$ cat src/rtl/gis_pkg.sv
package gis_pkg;
   // register addresses; fixed so that software can locate the summary halves
   typedef enum logic [1:0] {
      A_SUM_LO = 2'd0,
      A_SUM_HI = 2'd1,
      A_MASTER = 2'd2,
      A_NONE   = 2'd3
   } gis_addr_e;

   function automatic int ceil_div(input int a, input int b);
      return (a + b - 1) / b;
   endfunction
endpackage

$ cat src/rtl/gis_group_or.sv
module gis_group_or #(
   parameter int NUM_PINS = 184,
   parameter int GROUP    = 4,
   localparam int SUM_W   = NUM_PINS / GROUP
) (
   input  logic [NUM_PINS-1:0] pend_i,
   output logic [SUM_W-1:0]    sum_o
);
   for (genvar g = 0; g < SUM_W; g++) begin : g_grp
      assign sum_o[g] = |pend_i[g*GROUP +: GROUP];
   end
endmodule

$ cat src/rtl/gis_blackout.sv
module gis_blackout #(
   parameter int CNT_W = 12
) (
   input  logic             clk,
   input  logic             rst_n,
   input  logic             load_i,
   input  logic [CNT_W-1:0] len_i,
   input  logic             tick_i,
   output logic             active_o
);
   logic [CNT_W-1:0] remain_q;

   always_ff @(posedge clk or negedge rst_n) begin
      if (!rst_n) begin
         remain_q <= '0;
      end else if (load_i) begin
         remain_q <= len_i;
      end else if (tick_i && (remain_q != '0)) begin
         remain_q <= remain_q - 1'b1;
      end
   end

   assign active_o = (remain_q != '0);
endmodule

$ cat src/rtl/gis_ctrl.sv
module gis_ctrl #(
   parameter int NUM_PINS = 184,
   parameter int BLK_W    = 12
) (
   input  logic             clk,
   input  logic             rst_n,
   input  logic             wr_master_i,
   input  logic [BLK_W+1:0] wdata_i,
   input  logic [NUM_PINS-1:0] pend_i,
   input  logic [NUM_PINS-1:0] unmask_i,
   output logic [BLK_W-1:0] len_o,
   output logic             en_o,
   output logic             irq_o
);
   localparam int EN_BIT  = BLK_W;
   localparam int EOI_BIT = BLK_W + 1;

   logic [BLK_W:0] master_q;
   logic           eoi_wr;
   logic           any_req;
   logic           irq_q;

   assign eoi_wr  = wr_master_i && wdata_i[EOI_BIT];
   assign any_req = |(pend_i & unmask_i);

   always_ff @(posedge clk or negedge rst_n) begin
      if (!rst_n) begin
         master_q <= '0;
      end else if (wr_master_i) begin
         master_q <= wdata_i[BLK_W:0];
      end
   end

   // the end-of-interrupt write opens a one-cycle gap in the request line
   always_ff @(posedge clk or negedge rst_n) begin
      if (!rst_n) begin
         irq_q <= 1'b0;
      end else if (eoi_wr) begin
         irq_q <= 1'b0;
      end else begin
         irq_q <= any_req;
      end
   end

   assign len_o = master_q[BLK_W-1:0];
   assign en_o  = master_q[EN_BIT];
   assign irq_o = irq_q;
endmodule

$ cat src/rtl/gpio_irq_summary.sv
module gpio_irq_summary #(
   parameter int NUM_PINS = 184,
   parameter int GROUP    = 4,
   parameter int REG_W    = 32,
   parameter int BLK_W    = 12
) (
   input  logic                clk,
   input  logic                rst_n,
   input  logic                bus_we,
   input  logic [1:0]          bus_addr,
   input  logic [REG_W-1:0]    bus_wdata,
   output logic [REG_W-1:0]    bus_rdata,
   input  logic [NUM_PINS-1:0] pend_i,
   input  logic [NUM_PINS-1:0] unmask_i,
   input  logic                dbw_i,
   input  logic                tick_i,
   output logic                irq_o,
   output logic                inhibit_o
);
   import gis_pkg::*;

   localparam int SUM_W   = NUM_PINS / GROUP;
   localparam int SUM_REGS = ceil_div(SUM_W, REG_W);
   localparam int EOI_BIT = BLK_W + 1;

   // elaboration-time parameter checks
   if (NUM_PINS % GROUP != 0) begin : g_bad_group
      $error("NUM_PINS must be a multiple of GROUP");
   end
   if (SUM_REGS > 2) begin : g_bad_sum
      $error("summary must fit in two registers");
   end
   if (EOI_BIT >= REG_W) begin : g_bad_master
      $error("master fields exceed register width");
   end

   logic [SUM_W-1:0]   summary;
   logic [2*REG_W-1:0] sum_pad;
   logic [BLK_W-1:0]   blk_len;
   logic               blk_en;
   logic               wr_master;
   logic [REG_W-1:0]   master_rd;
   logic               unused_wdata;

   assign unused_wdata = ^bus_wdata[REG_W-1:EOI_BIT+1];

   gis_group_or #(.NUM_PINS(NUM_PINS), .GROUP(GROUP)) u_fold (
      .pend_i (pend_i),
      .sum_o  (summary)
   );

   always_comb begin
      sum_pad = '0;
      sum_pad[SUM_W-1:0] = summary;
   end

   assign wr_master = bus_we && (bus_addr == A_MASTER);

   gis_ctrl #(.NUM_PINS(NUM_PINS), .BLK_W(BLK_W)) u_ctrl (
      .clk         (clk),
      .rst_n       (rst_n),
      .wr_master_i (wr_master),
      .wdata_i     (bus_wdata[EOI_BIT:0]),
      .pend_i      (pend_i),
      .unmask_i    (unmask_i),
      .len_o       (blk_len),
      .en_o        (blk_en),
      .irq_o       (irq_o)
   );

   gis_blackout #(.CNT_W(BLK_W)) u_blk (
      .clk      (clk),
      .rst_n    (rst_n),
      .load_i   (dbw_i && blk_en),
      .len_i    (blk_len),
      .tick_i   (tick_i),
      .active_o (inhibit_o)
   );

   always_comb begin
      master_rd = '0;
      master_rd[BLK_W-1:0] = blk_len;
      master_rd[BLK_W]     = blk_en;
   end

   always_comb begin
      unique case (bus_addr)
         A_SUM_LO: bus_rdata = sum_pad[REG_W-1:0];
         A_SUM_HI: bus_rdata = sum_pad[2*REG_W-1:REG_W];
         A_MASTER: bus_rdata = master_rd;
         default:  bus_rdata = '0;
      endcase
   end
endmodule

$ cat config.mk
export PLATFORM = sky130hd
export DESIGN_NAME = gpio_irq_summary
export DESIGN_NICKNAME = d
export VERILOG_FILES = /design/src/rtl/gis_pkg.sv /design/src/rtl/gis_group_or.sv /design/src/rtl/gis_blackout.sv /design/src/rtl/gis_ctrl.sv /design/src/rtl/gpio_irq_summary.sv
export SDC_FILE = /design/constraint.sdc
export NUM_CORES = 1
export LEC_CHECK = 0
export BUFFER_PORTS_ARGS = -buffer_cell sky130_fd_sc_hd__buf_4
export CAP_MARGIN = 20
export CORE_AREA = 2 2 173 175
export DETAILED_ROUTE_END_ITERATION = 7
export DIE_AREA = 0 0 175 177
export PLACE_DENSITY = 0.36
export SLEW_MARGIN = 25
export SYNTH_ARGS = -nofsm -noshare
export SYNTH_HDL_FRONTEND = slang
export SYNTH_HIERARCHICAL = 1
export SYNTH_SLANG_ARGS = --single-unit
export TNS_END_PERCENT = 1
$ cat constraint.sdc
create_clock -name clk -period 4.1 [get_ports clk]
set_clock_uncertainty 0.1 [all_clocks]
set_input_delay 0.41 -clock clk [delete_from_list [all_inputs] [get_ports clk]]
set_output_delay 0.41 -clock clk [all_outputs]
set_load 0.02 [all_outputs]
Word-level counts from Yosys, hierarchy flattened
Index checks and enable logic that the tools add are counted.
- add/subtract/negate cells: 1
- multipliers: 0
- divide/modulo/power cells: 0
- magnitude comparators: 0
- equality and inequality tests: 2
- shift-type cells: 0
- muxes and demuxes: 4
- bitwise logic cells: 1
- reduce and logical (&&, ||, !) cells: 54
- operators with widths (cell ; count):
    $and A184 B184 Y184 ; 1
    $reduce_or A184 Y1 ; 1
    $reduce_or A4 Y1 ; 46
    $pmux W32 S3 ; 1
    $mux W12 ; 2
    $reduce_bool A12 Y1 ; 1
    $sub A12 B1 Y12 const B ; 1
    $logic_and A1 B1 Y1 ; 4
    $eq A2 B1 Y1 const B ; 1
    $eq A2 B2 Y1 const B ; 1
    $logic_not A2 Y1 ; 1
    $reduce_bool A2 Y1 ; 1
    $mux W1 ; 1
- flip-flop bits (word level): 26
- latch bits: 0
- RAM bits: 0
- bits in read-only memories: 0
- input bits: 407
- output and inout bits: 34
- logic and storage cells: 65
- memories kept: 0

Logic depth before layout (Yosys ltp)
Gate-level depths: netlist of run 1.
- word-level depth: 4
- gate-level depth with buffers: 7
- depth with buffers taken out: 6

By module
Netlist of run 1, hierarchy kept.
- by module, submodules not included (module ; times used ; cells an instance ; area an instance (µm²) ; sequential area each (µm²)):
    gis_ctrl ; 1 ; 136 ; 1556.5 ; 350.3
    gis_blackout ; 1 ; 95 ; 795.8 ; 300.3
    gpio_irq_summary ; 1 ; 57 ; 473.0 ; 0.0
    gis_group_or ; 1 ; 46 ; 345.3 ; 0.0

Least setup slack after synthesis of run 1
Ideal clock, no wire load.
- path type: in2reg
- from: input port bus_addr[1]
- to: register u_ctrl.master_q[0]
- library setup time: 125 ps
- data arrival time: 1568 ps
- required time: 3875 ps
- path slack: 2307 ps
- stages: 6
- buffers on the path: 3
- cells stage by stage: buf_6 > buf_12 > nand2_1 > nor2_1 > buf_2 > mux2_2
- cells in the longest elaborated chain, start to end: 2
- ends and longest elaborated chain (item ; RTL line ; source):
    start, declared ; gpio_irq_summary.sv:10 ; input logic [1:0] bus_addr,
    $eq A2 B2 Y1 ; gpio_irq_summary.sv:57 ; assign wr_master = bus_we && (bus_addr == A_MASTER);
    $logic_and A1 B1 Y1 ; gpio_irq_summary.sv:57 ;
    named net wr_master ; gpio_irq_summary.sv:41 ; logic wr_master;
    end signal, assigned ; gis_ctrl.sv:30 ; master_q <= wdata_i[BLK_W:0];
    end, declared ; gis_ctrl.sv:18 ; logic [BLK_W:0] master_q;
The timed path passes the listed nets, and every way through them passes these cells.
A chain may end at the register's enable or synchronous reset.

Worst setup path after layout of run 1
- from: register u_blk.remain_q[4]
- to: output port inhibit_o
- cells in the longest elaborated chain, start to end: 1
- ends and longest elaborated chain (item ; RTL line ; source):
    start, declared ; gis_blackout.sv:11 ; logic [CNT_W-1:0] remain_q;
    start signal, assigned ; gis_blackout.sv:17 ; remain_q <= len_i;
    start signal, assigned ; gis_blackout.sv:19 ; remain_q <= remain_q - 1'b1;
    $reduce_bool A12 Y1 ; gis_blackout.sv:23 ; assign active_o = (remain_q != '0);
    end, declared ; gpio_irq_summary.sv:18 ; output logic inhibit_o
No other way between the ends.

==> metrics, run 1 <==
die area 0.0310 mm^2; number of global-route vias before repair 5520; reg-to-reg endpoint u_blk/remain_q[0]; Iteration-0 DRC Markers 261; GRT Util Overall 21.2%; Main synth FF type dfrtp_1; Critical Path AT 2060 ps; total leakage power 3.14 nW; Via Count 5039; VDD IR max 0.163 mV; placed insts 1135; Hold WC Path Type in -> reg; CP cell instances nor4_4 > and4_1 > inv_4 > buf_4; residual DRC count 0; total power 0.00154 W; HPWL Detailed 32.3 mm; Post-Layout Cell Count 1142; max_cap viols 0; crit end category output port; FFs w/ async S/R, synth 100%; Clock Path Buffers 2; Final setup violation count 0; R2R setup slack 1980 ps; fin crit period 2570 ps; NumNets Final 1160; Worst-Skew Late Latency 270 ps; TritonCTS clock tree done; Max stage delay on crit path 610 ps; first-pass GRT wire length 44.8 mm; H-tree depth 1; RSZ-0062 raised after global routing no; RD Place Congestion 0.881; Post-synth EDFFs 0; initial antenna violation count 9; I/O pin count 441; Die Ht 177 um; share of cells above drive strength 1 62.5%; hold endpoint u_ctrl/irq_o; startpoint class of the critical path register; Avg WL per Cell 30.3 um; Final ANT Viol Nets 0; worst hold path depth 2; grt ovf 0; status finished clean; flop and latch count out of synthesis 26; clock-pin slew on the worst setup and hold paths 70 ps; Least-Margin Pin Slew 767 ps; initial core utilization 10.8%; Post-CTS Setup Bufs 0; Clock Tree Root clkbuf_16; total wire length 34.6 mm; Peak Freq 389 MHz; sequential element share of the synthesized area 20.5%; most frequent cells in the layout 423 x buf_4, 49 x or4_1, 45 x a22o_1; Die X 175 um; Sink Count 26; final hold violation count 0; # port buffers 422; FF-to-FF path depth 5; Power Dens Cells 225 mW/mm^2; Hold Startpoint bus_wdata[13]; commonest non-fill, non-tap cell in the layout buf_4; Finished Core Util 23.4%; clock buffer count from CTS 3; fin. max-slew vios 0; post-route cell area 0.00685 mm^2; vias per inst 4.41; Setup CP Type reg -> out; Setup TNS 0 ps; Syn Nets 743; critical-path maximum fanout 16; Placed Area 0.00673 mm^2; Cell Area, Synth 0.00317 mm^2; Row Count 63; Area growth syn-to-layout 116%; router iterations before antenna repair 6; Mapped Avg Cell Area 9.49 um^2; period utilization 62.7%; Synth Instances 334; synth warn 6; Max-Slew Margin vs Limit 48.8%; largest net degree at the start of global routing 27; Synth cell types 42; origin of the critical flop-to-flop path u_blk/remain_q[4]; Fill cells 3274; slowest CP cell and4_1; WP data required 3590 ps; core area 0.0292 mm^2
-- through the flow --
stage	hold WS [ps]	setup slack (ps)
after floorplan	14.4	2310
after global placement	260	1790
after detailed placement	262	1800
after CTS	235	1520
after global routing	240	1390
final	228	1530
-- critical path, delay by kind of cell (launching register included) --
kind / cells / cell delay [ps]
buffers and inverters: 2 / 300
flip-flops: 1 / 450
AND/OR/NAND/NOR: 2 / 1030
-- report_power, final --
| part | internal, W | switching (W) |
|---|---|---|
| registers | 0.000333 | 0.0000981 |
| clock network | 0.000195 | 0.0000996 |
| logic | 0.000442 | 0.000374 |
-- area by class of cell --
class                           count  area [um^2]  area share (%)
Antenna cell                        2         5.00          0.0731
Sequential cell                    26          651            9.50
Timing Repair Buffer              424         3190            46.5
Multi-Input combinational cell    291         2390            34.9
Tap cell                          390          488            7.13
Clock inverter                      1         30.0           0.439
Inverter                            5         21.3           0.311
Clock buffer                        3         75.1            1.10
-- cells in the mapped netlist (5+ instances only) --
master / n / share of area (%)
a221oi_2: 24 / 11
mux2_2: 13 / 4.6
mux2i_1: 14 / 4.4
nand3_1: 7 / 1.1
nor2_1: 12 / 1.4
o2bb2ai_1: 13 / 3.6
a22o_1: 45 / 12
nand2_1: 15 / 1.8
or4_1: 49 / 12
a221oi_1: 21 / 5.8
a31oi_1: 5 / 0.99
nand4_1: 15 / 3.0
and2_1: 20 / 3.9
dfrtp_1: 26 / 21
-- kinds of logic (layout without fill, tap and decap cells) --
kind of cell	Yosys count	in the layout	synth area share, %
compound gates	126	126	37.8
fa+ha+maj	2	2	0.789
buf+inv	17	433	4.02
flops	26	26	20.5
mux	27	27	9.04
other cells	0	2	0
simple gates	136	136	27.8
-- layer usage --
layer / wire length, um / GRT usage [%]
met5: 67 / 0
met4: 936 / 5.69
met1: 13500 / 25.0
met2: 17700 / 38.0
met3: 2440 / 5.61
-- sequential cells by signal (all words and copies together), names as in the netlist --
signal and cells:
u_blk/remain_q 12, u_ctrl/irq_o 1, u_ctrl/master_q 13
-- worst max-delay path by stage --
stage                 startpoint            endpoint  slack (ps)
3_3_place_gp   u_blk/remain_q[4]           inhibit_o        1790
5_1_grt        u_blk/remain_q[4]           inhibit_o        1390
3_5_place_dp   u_blk/remain_q[4]           inhibit_o        1800
2_1_floorplan        bus_addr[1]  u_ctrl/master_q[0]        2310
6_report       u_blk/remain_q[4]           inhibit_o        1530
4_1_cts        u_blk/remain_q[4]           inhibit_o        1520
-- repair_timing --
action	CTS	global route
hold buffers	1	0
hold endpoints to repair	26	0
resized for setup	0	0
(Power assumes the default switching activity.)
==> run 2: changes to the inputs <==
--- a/config.mk
+++ b/config.mk
@@ -7,10 +7,10 @@
 export LEC_CHECK = 0
 export BUFFER_PORTS_ARGS = -buffer_cell sky130_fd_sc_hd__buf_4
 export CAP_MARGIN = 20
-export CORE_AREA = 2 2 173 175
+export CORE_AREA = 2 2 169 171
 export DETAILED_ROUTE_END_ITERATION = 7
-export DIE_AREA = 0 0 175 177
-export PLACE_DENSITY = 0.36
+export DIE_AREA = 0 0 171 173
+export PLACE_DENSITY = 0.39
 export SLEW_MARGIN = 25
 export SYNTH_ARGS = -nofsm -noshare
 export SYNTH_HDL_FRONTEND = slang
==> constraint.sdc (replaced) <==
create_clock -name clk -period 2.28 [get_ports clk]
set_clock_uncertainty 0.1 [all_clocks]
set_input_delay 0.228 -clock clk [delete_from_list [all_inputs] [get_ports clk]]
set_output_delay 0.228 -clock clk [all_outputs]
set_load 0.02 [all_outputs]
==> metrics, run 2 (same netlist as run 1, synthesis figures left out) <==
RD Place Congestion 0.940; max_cap viols 0; total leakage power 3.19 nW; Clock Path Buffers 2; R2R setup slack 330 ps; number of global-route vias before repair 5659; Setup CP Type reg -> out; PnR worst setup slack 262 ps; crit end category output port; Critical Path AT 1690 ps; post-route cell area 0.00693 mm^2; Sink Count 26; Avg WL per Cell 30.4 um; critical-path maximum fanout 8; VDD IR max 0.292 mV; residual DRC count 0; startpoint class of the critical path register; Final setup violation count 0; Peak Freq 496 MHz; Placed Area 0.00680 mm^2; clock buffer count from CTS 3; clock-pin slew on the worst setup and hold paths 70 ps; vias per inst 4.52; Row Count 61; fin crit period 2020 ps; worst hold path depth 2; Iteration-0 DRC Markers 216; total wire length 34.8 mm; Clock Tree Root clkbuf_16; final hold violation count 0; commonest non-fill, non-tap cell in the layout buf_4; Sw Pwr 0.00102 W; FF-to-FF path depth 6; Reg power frac 27.0%; core area 0.0276 mm^2; combinational power share 54.5%; first-pass GRT wire length 45.7 mm; router iterations before antenna repair 4; grt ovf 0; WP data required 1950 ps; Hold WC Path Type in -> reg; H-tree depth 1; Die X 171 um; fin. max-slew vios 0; # resized after CTS 0; Area growth syn-to-layout 118%; die area 0.0296 mm^2; # port buffers 422; I/O pin count 441; Pint 0.00179 W; Worst-Skew Late Latency 260 ps; Max-Slew Margin vs Limit 52.8%; status finished clean; Post-Layout Cell Count 1142; Die Ht 173 um; Power Dens Cells 406 mW/mm^2; max reg flops 13; Setup TNS 0 ps; placed insts 1133; Place WS 90.9 ps; period utilization 88.5%; most frequent cells in the layout 432 x buf_4, 49 x or4_1, 45 x a22o_1; Largest Register u_ctrl/master_q; Post-CTS Setup Bufs 0; GRT Util Overall 22.7%; Final ANT Viol Nets 0; Fill cells 3155; initial antenna violation count 10; largest net degree at the start of global routing 27; NumNets Final 1170; Least-Margin Pin Slew 707 ps; HPWL Detailed 32.3 mm; RSZ-0062 raised after global routing no; share of cells above drive strength 1 63.0%; TritonCTS clock tree done; Via Count 5160; clock power share 18.5%; Sw Share 36.4%; initial core utilization 11.5%
-- run 2: worst paths after layout --
kind                                    start            endpoint
max in group asynchronous               rst_n   u_blk/remain_q[5]
min in group asynchronous               rst_n   u_blk/remain_q[0]
min reg2reg                u_ctrl/master_q[8]   u_blk/remain_q[8]
min                             bus_wdata[13]        u_ctrl/irq_o
max reg2reg                 u_blk/remain_q[0]  u_blk/remain_q[10]
max                         u_blk/remain_q[4]           inhibit_o
-- run 2: timing repair --
action	CTS	global route
hold buffers	1	0
endpoints found under the setup margin	0	0
hold endpoints to repair	26	0
-- run 2: cell type report --
cell class                 instances  area (um^2)  share of cell area (%)
antenna                            4         10.0                   0.145
timing repair buffer             434         3270                    47.3
clock buffer                       3         75.1                    1.08
sequential                        26          651                    9.39
multi-input combinational        291         2390                    34.5
tap                              378          473                    6.83
clock inverter                     1         30.0                   0.434
inverter                           5         21.3                   0.307
-- run 2: worst max-delay path, stage by stage, from the launching register on --
cell,delay [ps]
dfrtp_1,450
nor4_4,310
and4_1,380
inv_4,100
buf_4,170
-- run 2: metrics by stage --
stage                     total power [W]  hold slack [ps]  util, %
after detailed placement          0.00231             72.1     24.6
after global routing              0.00299             57.4     25.1
final                             0.00281             44.0     25.1
after global placement            0.00230             70.9     24.6
after floorplan                   0.00130             -168        -
after CTS                         0.00284             47.1     25.0
-- run 2: per-layer routing --
layer  vias up  share of wire, %  track usage [%]  routed length [um]
met3        40               7.0             6.29                2440
li1       2345                 -                -                   -
met1      2551                38             25.7               13200
met2       214                53             42.2               18500
met4        10               1.7             4.38                 604
met5         -              0.21                0                  72
-- run 2: power by group through the flow --
stage | clock network [W] | registers, W | logic [W]
final | 0.000519 | 0.000760 | 0.00153
after floorplan | 0 | 0.000719 | 0.000578
after detailed placement | 0 | 0.000769 | 0.00154
after global placement | 0 | 0.000769 | 0.00153
after CTS | 0.000534 | 0.000763 | 0.00154
after global routing | 0.000551 | 0.000788 | 0.00165
==> run 3: changes to the inputs <==
--- a/config.mk
+++ b/config.mk
@@ -5,12 +5,14 @@
 export SDC_FILE = /design/constraint.sdc
 export NUM_CORES = 1
 export LEC_CHECK = 0
+export ABC_AREA = 1
 export BUFFER_PORTS_ARGS = -buffer_cell sky130_fd_sc_hd__buf_4
 export CAP_MARGIN = 20
-export CORE_AREA = 2 2 169 171
+export CORE_AREA = 2 2 170 172
 export DETAILED_ROUTE_END_ITERATION = 7
-export DIE_AREA = 0 0 171 173
-export PLACE_DENSITY = 0.39
+export DIE_AREA = 0 0 172 174
+export PLACE_DENSITY = 0.41
+export REMOVE_ABC_BUFFERS = 1
 export SLEW_MARGIN = 25
 export SYNTH_ARGS = -nofsm -noshare
 export SYNTH_HDL_FRONTEND = slang
==> metrics, run 3 <==
status finished clean; clock-pin slew on the worst setup and hold paths 70 ps; number of global-route vias before repair 6538; Setup TNS 0 ps; sequential element share of the synthesized area 16.7%; initial core utilization 13.8%; Setup CP Type reg -> out; Max-Slew Margin vs Limit 75.5%; Synth Instances 769; Critical Path AT 1520 ps; CP delay by family, top flip-flops; FFs w/ async S/R, synth 100%; Main synth FF type dfrtp_1; period utilization 80.9%; Least-Margin Pin Slew 366 ps; Max stage delay on crit path 380 ps; Clock Tree Root clkbuf_16; Largest Register u_ctrl/master_q; router iterations before antenna repair 4; critical-path maximum fanout 6; NumNets Final 1601; grt ovf 0; initial antenna violation count 7; Post-Layout Cell Count 1579; HPWL Detailed 24.6 mm; TritonCTS clock tree done; Cell Area, Synth 0.00389 mm^2; clock buffer count from CTS 3; most frequent cells in the layout 426 x buf_4, 406 x nand2_1, 166 x nor2_1; VDD IR max 0.282 mV; Peak Freq 542 MHz; CP cell instances inv_1 > ha_1 > nand2_1 > nor2_1 > nand4_1 > buf_4; synth warn 6; RSZ-0062 raised after global routing no; Row Count 62; residual DRC count 0; flop and latch count out of synthesis 26; ranking of synthesized cells by area nand2_1 39%, dfrtp_1 17%, nor2_1 16%; most frequent cell after synthesis nand2_1; Post-synth EDFFs 0; sequential cell area 651 um^2; R2R setup slack 640 ps; largest net degree at the start of global routing 27; Avg WL per Cell 17.1 um; max_cap viols 0; vias per inst 3.87; Area growth syn-to-layout 96.0%; multi-input combinational cell area 0.00301 mm^2; synth cell count leaders 406 x nand2_1, 166 x nor2_1, 64 x nand3_1; Worst-Skew Late Latency 270 ps; fin crit period 1840 ps; Via Count 6103; GRT Util Overall 17.5%; fin. max-slew vios 0; commonest non-fill, non-tap cell in the layout buf_4; total leakage power 4.32 nW; Clock Path Buffers 2; Final setup violation count 0; Final ANT Viol Nets 0; # port buffers 422; I/O pin count 441; Synth top area share 39.2%; Die Ht 174 um; Fill cells 3334; Sink Count 26; final hold violation count 0; area leader, netlist nand2_1; Synth cell types 29; Power Dens Cells 412 mW/mm^2; core area 0.0282 mm^2; slowest CP cell dfrtp_1; Mapped Avg Cell Area 5.06 um^2; Die X 172 um; WP data required 1950 ps; Iteration-0 DRC Markers 210; share of cells above drive strength 1 40.4%; die area 0.0299 mm^2; max reg flops 13; first-pass GRT wire length 38.4 mm; Hold WC Path Type in -> reg; CP bufs+invs 2; startpoint class of the critical path register; RD Place Congestion 0.898; total wire length 27.0 mm; placed insts 1570; crit end category output port; H-tree depth 1; Post-CTS Setup Bufs 0
==> run 3: cell count changes in the layout (fill, tap and decap cells not counted), moves of 6 or more <==
cell,delta
buf_4,-6
nand3_1,+57
inv_1,+26
a221oi_2,-24
nand4_1,-11
and2_1,-20
o2bb2ai_1,-13
mux2i_1,-14
nor2_1,+154
nand2_1,+391
nor2_2,+15
a22o_1,-45
or4_1,-49
a221oi_1,-21
==> run 3: metrics by stage <==
| step | hold WS [ps] | cell area [um^2] | util, % | power, W | setup slack, ps |
|---|---|---|---|---|---|
| 3_3_place_gp | 75.3 | 7500 | 26.6 | 0.00263 | 581 |
| 6_report | 88.4 | 7630 | 27.0 | 0.00314 | 435 |
| 3_5_place_dp | 75.2 | 7500 | 26.6 | 0.00264 | 562 |
| 4_1_cts | 89.0 | 7620 | 27.0 | 0.00318 | 419 |
| 2_1_floorplan | -168 | 3800 | - | 0.00168 | 759 |
| 5_1_grt | 84.3 | 7630 | 27.0 | 0.00345 | 338 |
==> run 3: layer usage <==
layer / track usage [%] / routed length (um)
met5: 0 / 41
met4: 3.82 / 425
met3: 3.96 / 2530
met2: 30.0 / 12700
met1: 22.2 / 11300
==> run 3: report_power, final <==
part           internal [W]  total [W]  switching, W  leakage, nW
Sequential         0.000604   0.000775      0.000171        0.313
Clock              0.000350   0.000536      0.000185       0.0511
Combinational      0.000910    0.00183      0.000923         3.96
Total               0.00186    0.00314       0.00128         4.32
==> run 3: cell families after synthesis <==
group / after synthesis / share of synthesized area (%)
compound gates: 8 / 1.35
flops: 26 / 16.7
xor+xnor: 4 / 0.900
simple gates: 671 / 70.6
mux: 13 / 3.76
fa+ha+maj: 2 / 0.643
buf+inv: 45 / 6.04
==> run 3: layout make-up <==
cell class | instances | share of cell area [%]
Clock inverter | 1 | 0.394
Sequential cell | 26 | 8.53
Inverter | 35 | 1.94
Tap cell | 384 | 6.30
Clock buffer | 3 | 0.984
Antenna cell | 4 | 0.131
Multi-Input combinational cell | 698 | 39.4
Timing Repair Buffer | 428 | 42.3
==> run 3: worst register-to-register path, stage by stage (launching register included) <==
cell and delay [ps]:
dfrtp_1 380, inv_1 190, ha_1 200, nand2_1 80, nor2_2 160, nand2_4 90, nand2_8 120, nand2_8 90
nand2_1 80, o21ai_2 50
==> run 3: worst paths after layout <==
| check | cells after the start | endpoint | start |
|---|---|---|---|
| max in group asynchronous | 2 | u_blk/remain_q[1] | rst_n |
| max reg2reg | 9 | u_blk/remain_q[0] | u_blk/remain_q[0] |
| min reg2reg | 2 | u_blk/remain_q[4] | u_ctrl/master_q[4] |
| min in group asynchronous | 2 | u_ctrl/irq_o | rst_n |
| max | 6 | inhibit_o | u_blk/remain_q[0] |
| min | 2 | u_ctrl/master_q[2] | bus_wdata[2] |
==> run 3: timing repair <==
action / CTS / global route
hold endpoints to repair: 26 / 0
resized for setup: 0 / 0
hold buffers: 1 / 0
